**src/rtl/chunk_adder.sv**
```systemverilog
module chunk_adder #(
  parameter int CHUNK_W    = 8,
  parameter int NUM_CHUNKS = 4
) (
  input  logic                          clk,
  input  logic                          rst_n,
  input  logic                          start,
  input  logic [CHUNK_W*NUM_CHUNKS-1:0] opnd_a,
  input  logic [CHUNK_W*NUM_CHUNKS-1:0] opnd_b,
  output logic [CHUNK_W*NUM_CHUNKS-1:0] sum,
  output logic                          carry_out,
  output logic                          busy,
  output logic                          done
);

  localparam int WIDTH = CHUNK_W * NUM_CHUNKS;
  localparam int IDX_W = (NUM_CHUNKS > 1) ? $clog2(NUM_CHUNKS) : 1;
  localparam logic [IDX_W-1:0] LAST = IDX_W'(NUM_CHUNKS - 1);

  logic [WIDTH-1:0]   a_q, b_q;
  logic [IDX_W-1:0]   step_q;
  logic               carry_q;
  logic               accept;
  logic [CHUNK_W:0]   chunk_res;
  logic [CHUNK_W-1:0] sum_q [NUM_CHUNKS];

  assign accept    = start && !busy;
  assign chunk_res = {1'b0, a_q[CHUNK_W-1:0]} + {1'b0, b_q[CHUNK_W-1:0]}
                   + {{CHUNK_W{1'b0}}, carry_q};
  assign carry_out = carry_q;

  for (genvar i = 0; i < NUM_CHUNKS; i++) begin : g_out
    assign sum[i*CHUNK_W +: CHUNK_W] = sum_q[i];
  end

  always_ff @(posedge clk or negedge rst_n) begin
    if (!rst_n) begin
      a_q     <= '0;
      b_q     <= '0;
      step_q  <= '0;
      carry_q <= 1'b0;
      busy    <= 1'b0;
      done    <= 1'b0;
    end else begin
      done <= 1'b0;
      if (accept) begin
        a_q     <= opnd_a;
        b_q     <= opnd_b;
        carry_q <= 1'b0;
        step_q  <= '0;
        busy    <= 1'b1;
      end else if (busy) begin
        a_q     <= a_q >> CHUNK_W;
        b_q     <= b_q >> CHUNK_W;
        carry_q <= chunk_res[CHUNK_W];
        if (step_q == LAST) begin
          step_q <= '0;
          busy   <= 1'b0;
          done   <= 1'b1;
        end else begin
          step_q <= step_q + 1'b1;
        end
      end
    end
  end

  always_ff @(posedge clk or negedge rst_n) begin
    if (!rst_n) begin
      for (int i = 0; i < NUM_CHUNKS; i++) sum_q[i] <= '0;
    end else if (busy && !accept) begin
      for (int i = 0; i < NUM_CHUNKS; i++)
        if (step_q == IDX_W'(i)) sum_q[i] <= chunk_res[CHUNK_W-1:0];
    end
  end

  a_r2_accept_busy: assert property (@(posedge clk) disable iff (!rst_n)
    (start && !busy) |=> busy);

  a_r4_carry_cleared: assert property (@(posedge clk) disable iff (!rst_n)
    (start && !busy) |=> (carry_q == 1'b0));

  a_r5_result_held: assert property (@(posedge clk) disable iff (!rst_n)
    (!busy && !start) |=> ($stable(sum) && $stable(carry_out)));

  a_r6_done_single: assert property (@(posedge clk) disable iff (!rst_n)
    done |=> !done);

  a_r6_done_idle: assert property (@(posedge clk) disable iff (!rst_n)
    done |-> !busy);

  a_r6_done_last_step: assert property (@(posedge clk) disable iff (!rst_n)
    done |-> ($past(step_q) == LAST && $past(busy)));

  a_r7_ops_frozen: assert property (@(posedge clk) disable iff (!rst_n)
    (busy && start) |=> (step_q != '0 || !busy || $past(step_q) == LAST));

endmodule

```
**config.mk**
```make
export PLATFORM = sky130hd
export DESIGN_NAME = chunk_adder
export DESIGN_NICKNAME = d
export VERILOG_FILES = /design/src/rtl/chunk_adder.sv
export SDC_FILE = /design/constraint.sdc
export NUM_CORES = 1
export LEC_CHECK = 0
export ABC_AREA = 1
export BUFFER_PORTS_ARGS = -buffer_cell sky130_fd_sc_hd__buf_2
export CORE_ASPECT_RATIO = 1.75
export CORE_UTILIZATION = 49
export CTS_CLUSTER_DIAMETER = 150
export DETAILED_ROUTE_END_ITERATION = 7
export PLACE_DENSITY_LB_ADDON = 0.15
export SKIP_LAST_GASP = 1
export SLEW_MARGIN = 15
export SYNTH_ARGS = -nofsm -noshare
export SYNTH_HDL_FRONTEND = slang
export SYNTH_SLANG_ARGS = --single-unit
```
**constraint.sdc**
```tcl
create_clock -name clk -period 1.7 [get_ports clk]
set_input_delay 0.085 -clock clk [delete_from_list [all_inputs] [get_ports clk]]
set_output_delay 0.085 -clock clk [all_outputs]
set_load 0.01 [all_outputs]
```
==> results of run 1 <==
## cells in the final DEF, fill, tap and decap left out, types with 2 or more instances in the layout
cell type,netlist,final
a21oi_1,4,4
a22oi_1,2,2
buf_12,0,2
buf_2,18,100
buf_4,1,18
bufinv_16,0,2
clkbuf_16,0,9
clkbuf_8,0,2
clkinv_2,0,2
dfrtp_1,101,101
dlygate4sd3_1,0,65
fa_2,0,2
ha_1,11,11
inv_1,55,53
inv_2,2,4
nand2_1,181,178
nand2_2,0,3
nand3_1,34,30
nand3_2,0,4
nand3b_1,2,2
nor2_1,8,7
o211ai_1,14,14
o21ai_0,29,24
o21ai_1,0,5
o221ai_1,23,23
## metal layers
layer / GRT usage / part of all wire / vias to the layer above
met1: 0.319 / 0.40 / 1937
met4: 0.119 / 0.028 / 0
met5: 0 / 0 / -
met3: 0.0385 / 0.043 / 25
li1: - / - / 1957
met2: 0.435 / 0.53 / 128
## state kept, by name, indices dropped and copies added, names as in the netlist
signal,count
a_q,32
b_q,32
sum,32
step_q,2
busy,1
carry_out,1
done,1
## worst max-delay path by stage
stage,end,cells after the start,start
floorplan,sum[28],10,b_q[0]
finish,sum[12],10,b_q[0]
detailed placement,sum[12],10,b_q[0]
global placement,sum[28],10,b_q[0]
CTS,sum[12],10,b_q[0]
global route,sum[28],10,b_q[0]
## cell families after synthesis
logic type | after synthesis | share of synthesized area
XOR/XNOR | 1 | 0.00196
adder cells (fa/ha/maj) | 13 | 0.0398
buffers and inverters | 80 | 0.0732
AO/OA/AOI/OAI | 73 | 0.111
flip-flops | 101 | 0.567
AND/OR/NAND/NOR | 229 | 0.207
## power groups by stage
stage	Sequential, mW	Combinational, mW	Clock [mW]
CTS	3.74	3.89	2.26
finish	3.73	4.05	2.21
global placement	3.73	3.62	0
global route	3.84	4.61	2.34
detailed placement	3.77	3.72	0
floorplan	3.85	2.34	0
## worst reg2reg max path: stages, from the launching register on
cell,delay (ns)
dfrtp_1,0.40
fa_2,0.40
inv_2,0.06
fa_2,0.20
inv_2,0.04
nand2_2,0.06
nand2_2,0.06
and2_4,0.14
or2_4,0.24
nand3_1,0.07
nand2_1,0.06
## per-stage QoR
stage / TNS, ns / std cells / utilization / hold WS [ns]
floorplan: -0.136 / 497 / - / -0.211
global placement: -0.580 / 707 / 0.590 / -0.0171
detailed placement: -0.747 / 707 / 0.590 / -0.00919
CTS: -0.873 / 790 / 0.704 / 0.0844
global route: -1.94 / 792 / 0.711 / 0.128
finish: -0.870 / 792 / 0.711 / 0.0805
## cell type report
cell class | instances | share of cell area
inverters | 57 | 0.0345
repair buffers | 185 | 0.214
clock buffers | 12 | 0.0414
well taps | 117 | 0.0236
clock inverters | 4 | 0.0113
flip-flops and latches | 101 | 0.408
multi-input cells | 316 | 0.268
## cells in the mapped netlist, types with 2 or more instances
cell      count  area, sq um
dfrtp_1     101         2530
inv_1        55          206
buf_2        18         90.1
nand3_1      34          170
o221ai_1     23          201
a22oi_1       2         15.0
o211ai_1     14          105
o21ai_0      29          145
fa_1          2         40.0
clkbuf_1      4         15.0
nand2_1     181          679
nor2_1        8         30.0
ha_1         11          138
a21oi_1       4         20.0
nand3b_1      2         15.0
inv_2         2         7.51
## repair_timing
item | CTS | global route
resized for setup | 0 | 15
pin swaps | 0 | 7
hold buffers | 65 | 0
setup endpoints to repair | 9 | 18
hold endpoints to repair | 139 | 0
buffers inserted | 2 | 2
==> results by group, run 1 <==
Floorplanning
  • Die height: 128 microns
  • Rows: 45
  • Die X: 74.1 microns
  • Initial Utilization: 0.511
  • Die ar.: 9500 sq um
  • Core Region: 8730 sq um
  • # IOs: 102

Timing
  • Min Clock Period, post-route: 1.84 ns
  • Setup violators final: 12
  • Final Max Tran Viols: 0
  • Final worst setup slack: -0.140 ns
  • Worst slew pin tran: 0.373 ns
  • Slew headroom: 0.751
  • Clock Skew: 0.00526 ns
  • RSZ-0062 raised after global routing: yes
  • Tcrit/Tclk final: 1.08
  • Final Hold Fails: 0
  • Fmax: 0.543 GHz

Cells and area
  • P&R area growth vs syn: 39.0%
  • Area taken by multi-input logic gates: 1660 sq um
  • # fillers: 672
  • FF+latch area: 2530 sq um
  • Antenna diodes: 0
  • Finished Cell Area: 6200 sq um
  • Final Net Count: 750
  • Ratio of cells with drive above 1 in the final layout: 0.228

Power and ir drop
  • Switching power total: 3.70 mW
  • Internal power: 6.29 mW
  • Clock power share: 0.221
  • Combinational fraction of design power: 0.406
  • Flop pwr share: 0.373
  • Sw Share: 0.370
  • Power Dens Cells: 1610 nW/um^2
  • Tot Pwr: 9.99 mW
  • Leak: 3.15 nW
  • VDD IR-drop max: 0.849 mV

Route
  • TritonRoute pass-1 iters: 5
  • DR vias: 4047
  • Mean routed wirelength per cell: 13.7 microns
  • Drt via density: 5.11
  • ANT nets after route: 0
  • Drt first-iter violations: 163
  • Residual DRC count: 0
  • Final Routed Wirelength: 10.9 mm

Clock network
  • Clock Tree Buf Depth: 2
  • H-tree depth: 3
  • CTS Sinks: 101
  • CTS Buf Count: 9
  • Reg clk slew, reported paths: 0.06 ns
  • Worst-Skew Late Latency: 0.34 ns
  • CTS tree: done
  • CTS Root Cell: clkbuf_16

Worst hold path
  • Hold Crit Depth: 4
  • Hold Crit Start: start
  • Hold/Removal Path Class: input port to flop
  • Worst Hold End: step_q[1]

Placement
  • # port buffers: 101
  • Hpwl dp: 6.98 mm
  • Dpl cell area: 5150 sq um
  • DP Worst Slack: -0.122 ns
  • Final GP Congestion: 0.893

Setup path
  • Worst R2R Path Depth: 10
  • CP Data Required Time: 1.93 ns
  • Setup slack, reg-to-reg: -0.14 ns
  • Crit path kind: flop to flop
  • CP Capture Type: flop
  • Critical path fanouts, max: 4
  • CP Cell Sequence: fa_2 -> inv_2 -> fa_2 -> inv_2 -> nand2_2 -> nand2_2 -> and2_4 -> or2_4 -> nand3_1 -> nand2_1
  • Buf/Inv on CP: 2
  • CP peak stage delay: 0.40 ns
  • Worst reg2reg endpoint: sum[12]
  • Worst path slowest cell: dfrtp_1
  • FF-to-FF Start: b_q[0]
  • Crit start category: flop
  • Critical Path AT: 2.07 ns
  • Top delay family on crit path: simple AND/OR/NAND/NOR gates

Yosys
  • Asr flop ratio synth: 1.00
  • Unique masters post-synth: 23
  • Post-synthesis cell area: 4460 sq um
  • Register area share after synthesis: 0.567
  • Primary FF master, synth: dfrtp_1
  • EDFF count, synth: 0
  • Ys Warns: 0
  • Syn Inst Count: 497
  • Syn_area_per_cell: 8.97 sq um
  • Register bit total from synthesis: 101
  • Syn_nets: 577

Global route
  • GRT Residual Overflow: 0
  • GRT Util Overall: 0.258
  • Antenna violations before repair: 0
  • Largest net degree at the start of global routing: 57
  • Vias in the first global route: 4067
  • First-pass GRT wire length: 18.6 mm

Status
  • Outcome: finished, violations left
  • Violated checks: negative setup slack

Job
  • Max-cap violation count: 0
No activity file was read; power rests on OpenSTA's default activity.
==> run 2: changes to the inputs <==
--- a/config.mk
+++ b/config.mk
@@ -5,11 +5,11 @@
 export SDC_FILE = /design/constraint.sdc
 export NUM_CORES = 1
 export LEC_CHECK = 0
-export ABC_AREA = 1
 export BUFFER_PORTS_ARGS = -buffer_cell sky130_fd_sc_hd__buf_2
 export CORE_ASPECT_RATIO = 1.75
-export CORE_UTILIZATION = 49
+export CORE_UTILIZATION = 50
 export CTS_CLUSTER_DIAMETER = 150
+export CTS_CLUSTER_SIZE = 30
 export DETAILED_ROUTE_END_ITERATION = 7
 export PLACE_DENSITY_LB_ADDON = 0.15
 export SKIP_LAST_GASP = 1
==> run 2 against run 1 <==
Against the previous run:
- the run still ends with negative setup slack left
- global-route usage shrank 2.7 points
- flip-flop and latch count did not move
- area after synthesis is 11% higher
- setup slack lost 0.13 ns
- wire length grew 5.1%
- via count shrank 0.22%
- count of clock-buffer cells in the layout down 2
- final cell count is 5.1% lower
- critical path type unchanged
==> results by group, run 2 <==
Timing
  • Final TNS setup: -3.76 ns (was -0.870 ns)
  • Final Hold Fails: 0 (unchanged)
  • Setup violators final: 25 (was 12)
  • Worst slew pin tran: 0.556 ns (was 0.373 ns)
  • Final worst setup slack: -0.275 ns (was -0.140 ns)
  • Slew headroom: 0.630 (was 0.751)
  • Tcrit/Tclk final: 1.16 (was 1.08)
  • Hold slack: 0.00843 ns (was 0.0805 ns)
  • Min Clock Period, post-route: 1.98 ns (was 1.84 ns)
  • Clock Skew: 0.00860 ns (was 0.00526 ns)
  • Final Max Tran Viols: 0 (unchanged)
  • Fmax: 0.506 GHz (was 0.543 GHz)
  • RSZ-0062 raised after global routing: yes (unchanged)

Setup path
  • Critical Path Most Common Cell: fa_2
  • CP Data Required Time: 1.97 ns (was 1.93 ns)
  • Critical Path AT: 2.25 ns (was 2.07 ns)
  • FF-to-FF Start: carry_out (was b_q[0])
  • CP Cell Sequence: fa_2 -> inv_2 -> fa_2 -> nand2b_4 -> a21oi_4 -> or4_1 -> nand3_1 (was fa_2 -> inv_2 -> fa_2 -> inv_2 -> nand2_2 -> nand2_2 -> and2_4 -> or2_4 -> nand3_1 -> nand2_1)
  • Critical path fanouts, max: 7 (was 4)
  • Buf/Inv on CP: 1 (was 2)
  • CP Capture Type: flop (unchanged)
  • Worst path slowest cell: or4_1 (was dfrtp_1)
  • CP peak stage delay: 0.49 ns (was 0.40 ns)
  • Crit path kind: flop to flop (unchanged)
  • Crit start category: flop (unchanged)
  • Levels on crit path: 7 (was 10)
  • Worst R2R Path Depth: 7 (was 10)
  • Worst reg2reg endpoint: sum[22] (was sum[12])
  • Setup slack, reg-to-reg: -0.28 ns (was -0.14 ns)
  • Top delay family on crit path: simple AND/OR/NAND/NOR gates (unchanged)

Power and ir drop
  • Leak: 3.17 nW (was 3.15 nW)
  • Power Dens Cells: 1580 nW/um^2 (was 1610 nW/um^2)
  • VDD IR-drop max: 0.820 mV (was 0.849 mV)

Clock network
  • CTS Sinks: 101 (unchanged)
  • CTS Buf Count: 9 (unchanged)
  • Worst-Skew Late Latency: 0.34 ns (about the same)
  • Clock Tree Buf Depth: 2 (unchanged)
  • CTS Root Cell: clkbuf_16 (unchanged)
  • CTS tree: done (unchanged)
  • Reg clk slew, reported paths: 0.07 ns (was 0.06 ns)
  • H-tree depth: 3 (unchanged)

Worst hold path
  • Hold/Removal Path Class: input port to flop (unchanged)
  • Hold Crit Depth: 3 (was 4)
  • Hold Crit Start: opnd_a[26] (was start)
  • Worst Hold End: a_q[26] (was step_q[1])

Floorplanning
  • Core Region: 9530 sq um (was 8730 sq um)
  • Die ar.: 10300 sq um (was 9500 sq um)
  • Initial Utilization: 0.520 (was 0.511)
  • Die X: 77.3 microns (was 74.1 microns)
  • # IOs: 102 (unchanged)
  • Die height: 134 microns (was 128 microns)
  • Rows: 47 (was 45)

Yosys
  • Post-synthesis cell area: 4960 sq um (was 4460 sq um)
  • Syn_nets: 567 (was 577)
  • Cell taking the most area after synthesis: dfrtp_1 (unchanged)
  • Asr flop ratio synth: 1.00 (unchanged)
  • Top-count cell post-synth: dfrtp_1 (was nand2_1)
  • Synth top cells by count: dfrtp_1 (101), nand2_1 (90), mux2i_1 (72) (was nand2_1 (181), dfrtp_1 (101), inv_1 (55))
  • Top cell type's share of synthesized area: 0.510 (was 0.567)
  • Register bit total from synthesis: 101 (unchanged)
  • Post-synthesis xor/xnor area fraction: 0.00353 (was 0.00196)
  • Synth top area cells: dfrtp_1 (51%), mux2i_1 (15%), nand2_1 (6.8%) (was dfrtp_1 (57%), nand2_1 (15%), inv_1 (4.6%))
  • Compound-cell area share of the yosys netlist: 0.121 (was 0.111)
  • Primary FF master, synth: dfrtp_1 (unchanged)
  • Largest family of logic cells by synthesized area: multiplexers (was simple AND/OR/NAND/NOR gates)
  • Register area share after synthesis: 0.510 (was 0.567)
  • Syn_area_per_cell: 10.2 sq um (was 8.97 sq um)
  • Synth Area in Simple Gates: 0.140 (was 0.207)
  • EDFF count, synth: 0 (unchanged)
  • Syn Inst Count: 487 (was 497)
  • Adder-cell share of the synthesized area: 0.0358 (was 0.0398)
  • Unique masters post-synth: 42 (was 23)
  • Post-synthesis mux area share: 0.154 (was 0)
  • Ys Warns: 0 (unchanged)

Global route
  • GRT Util Overall: 0.232 (was 0.258)
  • Largest net degree at the start of global routing: 64 (was 57)
  • GRT Residual Overflow: 0 (unchanged)
  • Antenna violations before repair: 0 (unchanged)
  • Vias in the first global route: 4001 (was 4067)
  • First-pass GRT wire length: 18.8 mm (was 18.6 mm)

Cells and area
  • Finished Cell Area: 6450 sq um (was 6200 sq um)
  • P&R area growth vs syn: 30.1% (was 39.0%)
  • Antenna diodes: 0 (unchanged)
  • Fin util: 0.677 (was 0.711)
  • Final std cells w/o fill: 752 (was 792)
  • Ratio of cells with drive above 1 in the final layout: 0.298 (was 0.228)
  • Commonest non-fill, non-tap cell in the layout: dfrtp_1 (was nand2_1)
  • # fillers: 770 (was 672)
  • Final Net Count: 705 (was 750)
  • Most frequent cells in the layout: dfrtp_1 (100), buf_2 (99), nand2_1 (90), mux2i_1 (72), o21ai_0 (60) (was nand2_1 (178), dfrtp_1 (101), buf_2 (100), dlygate4sd3_1 (65), inv_1 (53))

Route
  • Drt first-iter violations: 126 (was 163)
  • Final Routed Wirelength: 11.4 mm (was 10.9 mm)
  • DR vias: 4038 (was 4047)
  • Mean routed wirelength per cell: 15.2 microns (was 13.7 microns)
  • ANT nets after route: 0 (unchanged)
  • Residual DRC count: 0 (unchanged)
  • TritonRoute pass-1 iters: 4 (was 5)
  • Drt via density: 5.37 (was 5.11)

Job
  • Max-cap violation count: 0 (unchanged)

Placement
  • Placed cells: 717 (was 707)
  • Final GP Congestion: 0.820 (was 0.893)
  • Dpl cell area: 5820 sq um (was 5150 sq um)
  • Hpwl dp: 8.29 mm (was 6.98 mm)
  • # port buffers: 101 (unchanged)

Status
  • Violated checks: negative setup slack (unchanged)
  • Outcome: finished, violations left (unchanged)
-- run 2: report_power, final --
group | internal, mW | switching, mW | total (mW)
sequential | 3.28 | 0.519 | 3.80
clock | 1.20 | 0.915 | 2.11
combinational | 1.90 | 2.39 | 4.29
total | 6.38 | 3.83 | 10.2
-- run 2: what timing repair did --
item                                    in CTS  in global routing
endpoints found under the hold margin       41                  0
gates cloned                                 0                  0
setup buffers                                1                  3
endpoints found under the setup margin      25                 28
pin swaps                                    4                 10
hold buffers                                15                  0
resized for setup                           14                 16
-- run 2: layout make-up --
cell class                 count  area [sq um]  area share
clock inverter                 6          68.8      0.0107
sequential                   101          2530       0.393
timing repair buffer         158          1020       0.158
clock buffer                  10           239      0.0371
multi-input combinational    349          2420       0.375
tap                          122           153      0.0237
inverter                       6          22.5     0.00349
-- run 2: routing by layer --
metal / global-route usage / vias to the layer above / routed length, microns
met1: 0.275 / 1914 / 4640
met3: 0.0390 / 27 / 442
met2: 0.407 / 116 / 6030
met4: 0.104 / 0 / 326
li1: - / 1981 / -
met5: 0 / - / 0
-- run 2: worst max path at each step --
stage | startpoint | to | slack [ns]
2_1_floorplan | b_q[0] | sum[6] | -0.21
3_3_place_gp | b_q[0] | sum[14] | -0.19
3_5_place_dp | b_q[0] | sum[29] | -0.27
4_1_cts | b_q[0] | sum[22] | -0.26
5_1_grt | carry_out | sum[14] | -0.33
6_report | carry_out | sum[22] | -0.28
-- run 2: worst min-delay path, delay by kind of cell --
family        cells  cell delay [ns]
simple gates      1             0.09
buf+inv           1             0.08
mux               1             0.05
-- run 2: logic make-up (layout without fill, tap and decap cells) --
| kind of cell | count (synthesis) | after routing |
|---|---|---|
| AO/OA/AOI/OAI | 100 | 100 |
| XOR/XNOR | 2 | 2 |
| adder cells (fa/ha/maj) | 13 | 13 |
| buffers and inverters | 37 | 180 |
| flip-flops | 101 | 101 |
| multiplexers | 76 | 76 |
| AND/OR/NAND/NOR | 158 | 158 |
-- run 2: metrics by stage --
step           power [mW]  worst slack (ns)
2_1_floorplan        6.29            -0.206
6_report             10.2            -0.275
3_5_place_dp         7.83            -0.269
3_3_place_gp         7.68            -0.191
5_1_grt              10.9            -0.332
4_1_cts              10.1            -0.264
